===== src/rtl/pause_ins_pkg.sv =====
package pause_ins_pkg;
  localparam int BYTE_W    = 8;
  localparam int PTIME_W   = 16;
  localparam int REQ_BIT   = PTIME_W;
  localparam int CTLW_W    = PTIME_W + 1;
  localparam int STAT_W    = 2;
  localparam int STAT_DATA = 0;
  localparam int STAT_CTRL = 1;
  localparam int HDR_LEN   = 18;

  localparam logic [47:0] PAUSE_DEST  = 48'h0180_C200_0001;
  localparam logic [15:0] MAC_CTRL_TY = 16'h8808;
  localparam logic [15:0] PAUSE_OPC   = 16'h0001;

  typedef enum logic [1:0] {
    ARB_IDLE = 2'd0,
    ARB_DATA = 2'd1,
    ARB_CTRL = 2'd2,
    ARB_GAP  = 2'd3
  } arb_state_e;
endpackage


===== src/rtl/pause_req_latch.sv =====
module pause_req_latch
  import pause_ins_pkg::*;
(
  input  logic               clk,
  input  logic               rst_n,
  input  logic               wr_en,
  input  logic [CTLW_W-1:0]  wr_data,
  input  logic               take,
  output logic               pending,
  output logic [PTIME_W-1:0] active_time
);
  logic               pend_q, pend_d;
  logic [PTIME_W-1:0] ptime_q, ptime_d;
  logic [PTIME_W-1:0] act_q, act_d;

  // Launch clears the request; a new write in the same cycle re-arms it.
  always_comb begin
    pend_d  = pend_q;
    ptime_d = ptime_q;
    act_d   = act_q;
    if (take) begin
      pend_d = 1'b0;
      act_d  = ptime_q;
    end
    if (wr_en && wr_data[REQ_BIT]) begin
      pend_d  = 1'b1;
      ptime_d = wr_data[PTIME_W-1:0];
    end
  end

  always_ff @(posedge clk or negedge rst_n) begin
    if (!rst_n) begin
      pend_q  <= 1'b0;
      ptime_q <= '0;
      act_q   <= '0;
    end else begin
      pend_q  <= pend_d;
      ptime_q <= ptime_d;
      act_q   <= act_d;
    end
  end

  assign pending     = pend_q;
  assign active_time = act_q;
endmodule


===== src/rtl/ctrl_frame_gen.sv =====
module ctrl_frame_gen
  import pause_ins_pkg::*;
#(
  parameter int FRAME_LEN = 60
) (
  input  logic               clk,
  input  logic               rst_n,
  input  logic               start,
  input  logic               advance,
  input  logic [47:0]        station_addr,
  input  logic [PTIME_W-1:0] ptime,
  output logic [BYTE_W-1:0]  byte_o,
  output logic               first_o,
  output logic               last_o
);
  localparam int CW = $clog2(FRAME_LEN);

  logic [CW-1:0] cnt_q, cnt_d;

  always_comb begin
    cnt_d = cnt_q;
    if (start)        cnt_d = '0;
    else if (advance) cnt_d = cnt_q + CW'(1);
  end

  always_ff @(posedge clk or negedge rst_n) begin
    if (!rst_n) cnt_q <= '0;
    else        cnt_q <= cnt_d;
  end

  // Header fields are selected by position; everything past them is padding.
  always_comb begin
    int pos;
    pos = int'(cnt_q);
    if (pos < 6)
      byte_o = BYTE_W'(PAUSE_DEST >> (8 * (5 - pos)));
    else if (pos < 12)
      byte_o = BYTE_W'(station_addr >> (8 * (11 - pos)));
    else if (pos < 14)
      byte_o = BYTE_W'(MAC_CTRL_TY >> (8 * (13 - pos)));
    else if (pos < 16)
      byte_o = BYTE_W'(PAUSE_OPC >> (8 * (15 - pos)));
    else if (pos < HDR_LEN)
      byte_o = BYTE_W'(ptime >> (8 * (17 - pos)));
    else
      byte_o = '0;
  end

  assign first_o = (cnt_q == '0);
  assign last_o  = (cnt_q == CW'(FRAME_LEN - 1));
endmodule


===== src/rtl/tx_arbiter.sv =====
module tx_arbiter
  import pause_ins_pkg::*;
(
  input  logic clk,
  input  logic rst_n,
  input  logic data_allowed,
  input  logic ctrl_allowed,
  input  logic ctrl_pending,
  input  logic dat_valid,
  input  logic dat_sof,
  input  logic dat_eof,
  input  logic tx_ready,
  input  logic gen_last,
  output logic ctrl_start,
  output logic data_done,
  output logic ctrl_done,
  output logic in_data,
  output logic in_ctrl
);
  arb_state_e st_q, st_d;

  assign in_data   = (st_q == ARB_DATA);
  assign in_ctrl   = (st_q == ARB_CTRL);
  assign data_done = in_data && dat_valid && tx_ready && dat_eof;
  assign ctrl_done = in_ctrl && tx_ready && gen_last;

  // Pause frames win only at a frame boundary (IDLE); GAP forces a quiet cycle.
  always_comb begin
    st_d       = st_q;
    ctrl_start = 1'b0;
    unique case (st_q)
      ARB_IDLE: begin
        if (ctrl_pending && ctrl_allowed) begin
          st_d       = ARB_CTRL;
          ctrl_start = 1'b1;
        end else if (data_allowed && dat_valid && dat_sof) begin
          st_d = ARB_DATA;
        end
      end
      ARB_DATA: if (data_done) st_d = ARB_GAP;
      ARB_CTRL: if (ctrl_done) st_d = ARB_GAP;
      ARB_GAP:  st_d = ARB_IDLE;
      default:  st_d = ARB_IDLE;
    endcase
  end

  always_ff @(posedge clk or negedge rst_n) begin
    if (!rst_n) st_q <= ARB_IDLE;
    else        st_q <= st_d;
  end
endmodule


===== src/rtl/irq_regs.sv =====
module irq_regs
  import pause_ins_pkg::*;
(
  input  logic              clk,
  input  logic              rst_n,
  input  logic [STAT_W-1:0] set_bits,
  input  logic              clr_en,
  input  logic [STAT_W-1:0] clr_bits,
  input  logic              mask_en,
  input  logic [STAT_W-1:0] mask_bits,
  output logic [STAT_W-1:0] status,
  output logic [STAT_W-1:0] mask,
  output logic              irq
);
  logic [STAT_W-1:0] stat_q, stat_d, mask_q, mask_d;

  // A completion event in the same cycle as its clear keeps the bit set.
  always_comb begin
    stat_d = stat_q;
    if (clr_en) stat_d = stat_d & ~clr_bits;
    stat_d = stat_d | set_bits;
    mask_d = mask_en ? mask_bits : mask_q;
  end

  always_ff @(posedge clk or negedge rst_n) begin
    if (!rst_n) begin
      stat_q <= '0;
      mask_q <= '0;
    end else begin
      stat_q <= stat_d;
      mask_q <= mask_d;
    end
  end

  assign status = stat_q;
  assign mask   = mask_q;
  assign irq    = |(stat_q & mask_q);
endmodule


===== src/rtl/pause_tx_inserter.sv =====
module pause_tx_inserter
  import pause_ins_pkg::*;
#(
  parameter int FRAME_LEN = 60
) (
  input  logic              clk,
  input  logic              rst_n,
  input  logic              cfg_tx_en,
  input  logic              cfg_full_duplex,
  input  logic              cfg_flow_en,
  input  logic [47:0]       station_addr,
  input  logic              ctl_wr_en,
  input  logic [CTLW_W-1:0] ctl_wr_data,
  input  logic              irq_wr_en,
  input  logic [STAT_W-1:0] irq_wr_data,
  input  logic              mask_wr_en,
  input  logic [STAT_W-1:0] mask_wr_data,
  output logic [STAT_W-1:0] irq_status,
  output logic [STAT_W-1:0] irq_mask,
  output logic              irq,
  input  logic              dat_valid,
  input  logic [BYTE_W-1:0] dat_data,
  input  logic              dat_sof,
  input  logic              dat_eof,
  output logic              dat_ready,
  output logic              tx_valid,
  output logic [BYTE_W-1:0] tx_data,
  output logic              tx_sof,
  output logic              tx_eof,
  output logic              tx_crc_add,
  input  logic              tx_ready,
  output logic              tx_en
);
  logic               pend, ctrl_start, data_done, ctrl_done;
  logic               in_data, ctrl_active, gen_first, gen_last;
  logic [PTIME_W-1:0] act_time;
  logic [BYTE_W-1:0]  gen_byte;
  logic               ctrl_allowed;
  logic [STAT_W-1:0]  set_bits;

  assign ctrl_allowed = cfg_tx_en && cfg_full_duplex && cfg_flow_en;

  pause_req_latch u_req (
    .clk(clk), .rst_n(rst_n),
    .wr_en(ctl_wr_en), .wr_data(ctl_wr_data),
    .take(ctrl_start),
    .pending(pend), .active_time(act_time)
  );

  ctrl_frame_gen #(.FRAME_LEN(FRAME_LEN)) u_gen (
    .clk(clk), .rst_n(rst_n),
    .start(ctrl_start), .advance(ctrl_active && tx_ready),
    .station_addr(station_addr), .ptime(act_time),
    .byte_o(gen_byte), .first_o(gen_first), .last_o(gen_last)
  );

  tx_arbiter u_arb (
    .clk(clk), .rst_n(rst_n),
    .data_allowed(cfg_tx_en), .ctrl_allowed(ctrl_allowed),
    .ctrl_pending(pend),
    .dat_valid(dat_valid), .dat_sof(dat_sof), .dat_eof(dat_eof),
    .tx_ready(tx_ready), .gen_last(gen_last),
    .ctrl_start(ctrl_start), .data_done(data_done), .ctrl_done(ctrl_done),
    .in_data(in_data), .in_ctrl(ctrl_active)
  );

  always_comb begin
    set_bits            = '0;
    set_bits[STAT_DATA] = data_done;
    set_bits[STAT_CTRL] = ctrl_done;
  end

  irq_regs u_irq (
    .clk(clk), .rst_n(rst_n),
    .set_bits(set_bits),
    .clr_en(irq_wr_en), .clr_bits(irq_wr_data),
    .mask_en(mask_wr_en), .mask_bits(mask_wr_data),
    .status(irq_status), .mask(irq_mask), .irq(irq)
  );

  // Output mux: data frames pass straight through, pause frames come from the generator.
  assign tx_valid   = in_data ? dat_valid : ctrl_active;
  assign tx_data    = in_data ? dat_data  : gen_byte;
  assign tx_sof     = in_data ? dat_sof   : (ctrl_active && gen_first);
  assign tx_eof     = in_data ? dat_eof   : (ctrl_active && gen_last);
  assign tx_crc_add = ctrl_active && gen_last;
  assign dat_ready  = in_data && tx_ready;
  assign tx_en      = in_data || ctrl_active;
endmodule


===== config.mk =====
export PLATFORM = sky130hd
export DESIGN_NAME = pause_tx_inserter
export DESIGN_NICKNAME = d
export VERILOG_FILES = /design/src/rtl/pause_ins_pkg.sv /design/src/rtl/pause_req_latch.sv /design/src/rtl/ctrl_frame_gen.sv /design/src/rtl/tx_arbiter.sv /design/src/rtl/irq_regs.sv /design/src/rtl/pause_tx_inserter.sv
export SDC_FILE = /design/constraint.sdc
export NUM_CORES = 1
export LEC_CHECK = 0
export BUFFER_PORTS_ARGS = -buffer_cell sky130_fd_sc_hd__buf_4
export CAP_MARGIN = 20
export CELL_PAD_IN_SITES_DETAIL_PLACEMENT = 0
export CELL_PAD_IN_SITES_GLOBAL_PLACEMENT = 1
export CORE_ASPECT_RATIO = 1.4
export CORE_MARGIN = 2
export CORE_UTILIZATION = 38
export DETAILED_ROUTE_END_ITERATION = 8
export PLACE_DENSITY_LB_ADDON = 0.1
export SLEW_MARGIN = 20
export SYNTH_ARGS = -nofsm -noshare
export SYNTH_HDL_FRONTEND = slang
export SYNTH_SLANG_ARGS = --single-unit

===== constraint.sdc =====
create_clock -name clk -period 2.7 [get_ports clk]
set_clock_uncertainty 0.15 [all_clocks]
set_input_delay 0.27 -clock clk [delete_from_list [all_inputs] [get_ports clk]]
set_output_delay 0.27 -clock clk [all_outputs]
set_load 0.005 [all_outputs]

==> PnR_summary.wiki <==
{| class="wikitable"
! Metric !! Value
|-
| Result of the run || complete, no violations
|-
| Transition at the pin with the smallest max-transition slack || ~690 ps
|-
| Setup repair after global routing missed its margin || true
|-
| Maximum fanout along the worst path || 13
|-
| Synth Warn # || 0
|-
| Drt via density || roughly 5.2
|-
| Die Span X || between 70 and 80 um
|-
| Number of nets in the finished design || 490
|-
| IR drop worst, VDD || 463 uV
|-
| Core region area || 7650 sq um
|-
| Max Transition Viols Final || 0
|-
| Final number of hold-violating endpoints || 0
|-
| DIE AREA || around 8500 sq um
|-
| Number of fill cells in the layout || 731
|-
| Vias in the first global route || around 2.6k
|-
| Class of the most critical setup path || flip-flop to output pin
|-
| Area growth from synthesis to layout || 41.9%
|-
| Power density of the placed cells || approximately 1000 nW/um^2
|-
| Post-CTS clock slew at the launch and capture registers of the worst setup and hold paths || 100 ps
|-
| Share of synthesized registers carrying an async set or reset || 100%
|-
| Final HPWL DP || between 6 and 7 mm
|-
| Critical path arrival || between 2000 and 2500 ps
|-
| Top-area cell type share of the netlist area || 38.1%
|-
| Nets in the synthesized netlist || 373
|-
| Proportion of layout cells with a drive suffix above 1 || 54.4%
|-
| Total grt overflow || 0
|-
| Highest attainable clock frequency || roughly 380 MHz
|-
| Hold Slack || between 30 and 40 ps
|-
| Global-route usage over all layers || a little under a fifth
|-
| Finish-stage setup viols || 0
|-
| Worst min-delay path startpoint || mask_wr_data[0]
|-
| Number of antenna violations at the first check in global routing || 0
|-
| Cell types with the largest area share after synthesis || sky130_fd_sc_hd__dfrtp_1 38%, sky130_fd_sc_hd__mux2_2 17%, sky130_fd_sc_hd__ha_1 5.9%
|-
| Path category of the worst min-delay check || input port to flip-flop
|-
| Clock tree from TritonCTS || built
|-
| First-pass DRT Iterations || 7
|-
| Library cells used by synthesis || 53
|-
| Total negative slack || 0 ps
|-
| Largest net degree at the start of global routing || 46
|-
| Capture endpoint of the worst hold path || u_irq.mask[0]$_DFFE_PN0P_
|-
| Worst r2r src || u_gen.cnt_q[1]$_DFFE_PN0P_
|-
| P_leak || roughly 1.9 nW
|-
| Synth Area per Inst || between 10 and 15 sq um
|-
| Category of the worst setup path launch point || flip-flop
|-
| Final worst path period need || roughly 2600 ps
|-
| Root buffer cell || sky130_fd_sc_hd__clkbuf_8
|-
| Total number of vias || 2546
|-
| Final cycle utilization of the critical path || between 90 and 100%
|-
| Die height || 108 um
|-
| Ant. Diodes || 0
|-
| Clock latency on the worst-skew pair || 310 ps
|-
| Fin util || 54.8%
|-
| # rows || 38
|-
| Number of buffer cells added on primary ports || between 100 and 150
|-
| Remaining DRCs || 0
|-
| Most frequently used flop master after synthesis || sky130_fd_sc_hd__dfrtp_1
|-
| First-pass GRT wire length || around 12 mm
|-
| Total of flip-flops plus latches after synthesis || 45
|-
| Cells on Worst Hold Path || 2
|-
| 1st-iter DRT viols || about 100
|-
| Total length of routed wires || slightly above 8 mm
|-
| Count of pins on the block boundary || between 100 and 150
|-
| Sequential fraction of the synthesis area || 38.1%
|-
| Reported max-cap violation count || 0
|-
| Required time of the critical path || around 2300 ps
|-
| Nature of the critical path endpoint || output pin
|-
| Initial Utilization || 38.6%
|-
| Count of flip-flops with a built-in enable after synthesis || 0
|-
| Routability congestion estimate || approximately 0.78
|-
| Drt wl/cell || roughly 17 um
|-
| Gate count after technology mapping || between 200 and 300
|-
| Worst Reg-to-Reg Cells || 7
|-
| Maximum buffer depth of the clock tree || 2
|-
| CTS buffer count || 5
|-
| Clock tree sinks || 45
|-
| Worst R2R End || u_arb.st_q[1]$_DFFE_PN0P_
|-
| Total number of H-tree levels || 2
|-
| Number of nets with antenna violations after routing || 0
|-
| Worst-case register-to-register setup slack || 310 ps
|-
| Area of the mapped netlist || about 3000 sq um
|-
| Worst slew slack as a fraction of its limit || 54.2%
|-
| Post-synthesis cell type with the largest combined area || sky130_fd_sc_hd__dfrtp_1
|-
| Commonest cells post-synth || 45 x sky130_fd_sc_hd__dfrtp_1, 45 x sky130_fd_sc_hd__mux2_2, 16 x sky130_fd_sc_hd__nand2_1
|}
-- critical path: stages (launching register included) --
cell and delay, ps:
sky130_fd_sc_hd__dfrtp_2 450, sky130_fd_sc_hd__buf_4 170, sky130_fd_sc_hd__buf_4 200, sky130_fd_sc_hd__ha_1 250, sky130_fd_sc_hd__and3_1 210, sky130_fd_sc_hd__o2111ai_1 260
sky130_fd_sc_hd__o2111ai_1 190, sky130_fd_sc_hd__buf_4 170
-- what timing repair did --
item,4_1_cts,5_1_grt
resized for setup,10,21
buffers inserted,4,5
setup endpoints to repair,8,8
hold buffers,1,0
pin swaps,2,4
endpoints found under the hold margin,45,0
-- area by class of cell --
type                       count  area (sq um)  share of cell area, %
sequential                    45          1130                   27.0
timing repair buffer         128           963                   23.0
inverter                      10          45.0                   1.07
clock buffer                   5          68.8                   1.64
multi-input combinational    197          1810                   43.2
clock inverter                 3          48.8                   1.16
tap                          100           125                   2.98
-- flip-flops by register name (all words and copies together), names as in the netlist --
name	flops
u_req.active_time	16
u_req.ptime_q	16
u_gen.cnt_q	6
u_arb.st_q	2
u_irq.mask	2
u_irq.status	2
u_req.pending	1
-- per-layer routing --
layer,GRT usage [%],vias up,wire length [um]
li1,-,1240,-
met1,22.9,1227,3150
met2,33.7,71,4420
met3,3.42,8,403
met4,4.26,0,85
met5,0,-,0
-- worst max-delay path by stage --
stage,startpoint,end
after global routing,u_gen.cnt_q[3]$_DFFE_PN0P_,tx_data[7]
after CTS,u_gen.cnt_q[3]$_DFFE_PN0P_,tx_data[5]
final,u_gen.cnt_q[1]$_DFFE_PN0P_,tx_data[0]
after detailed placement,u_gen.cnt_q[3]$_DFFE_PN0P_,tx_data[5]
after floorplan,u_gen.cnt_q[2]$_DFFE_PN0P_,tx_data[7]
after global placement,u_gen.cnt_q[3]$_DFFE_PN0P_,tx_data[7]
-- layout by cell type, fill, tap and decap left out, drive strengths merged, types with 3 or more instances in the layout --
cell type / n
a2111oi: 3
a21oi: 9
a222oi: 3
a22oi: 3
buf: 127
clkbuf: 5
dfrtp: 45
ha: 14
inv: 11
mux2: 46
mux2i: 14
mux4: 4
nand2: 16
nand3: 9
nor2: 12
nor2b: 4
o211ai: 5
o21ai: 9
o22ai: 4
xnor2: 4
-- cells by family after synthesis --
group | share of synthesized area [%]
multiplexers | 25.3
flip-flops | 38.1
AND/OR/NAND/NOR | 11.3
AO/OA/AOI/OAI | 13.0
XOR/XNOR | 1.78
adder cells (fa/ha/maj) | 5.92
buffers and inverters | 4.53
-- report_power, final --
group / switching [mW] / internal [mW] / leakage [nW]
Sequential: 0.195 / 0.893 / 0.545
Clock: 0.260 / 0.282 / 0.0563
Combinational: 1.18 / 1.27 / 1.31
Total: 1.63 / 2.44 / 1.91
-- through the flow --
step | total power [mW] | area, sq um | setup WS (ps) | cells
global placement | 3.20 | 3870 | 219 | 470
floorplan | 2.50 | 2960 | 32.8 | 270
CTS | 3.85 | 4050 | -12.4 | 483
finish | 4.07 | 4200 | 76.6 | 488
global route | 4.37 | 4200 | -13.9 | 488
detailed placement | 3.21 | 3870 | 191 | 470
No activity file was read; power rests on OpenSTA's default activity.
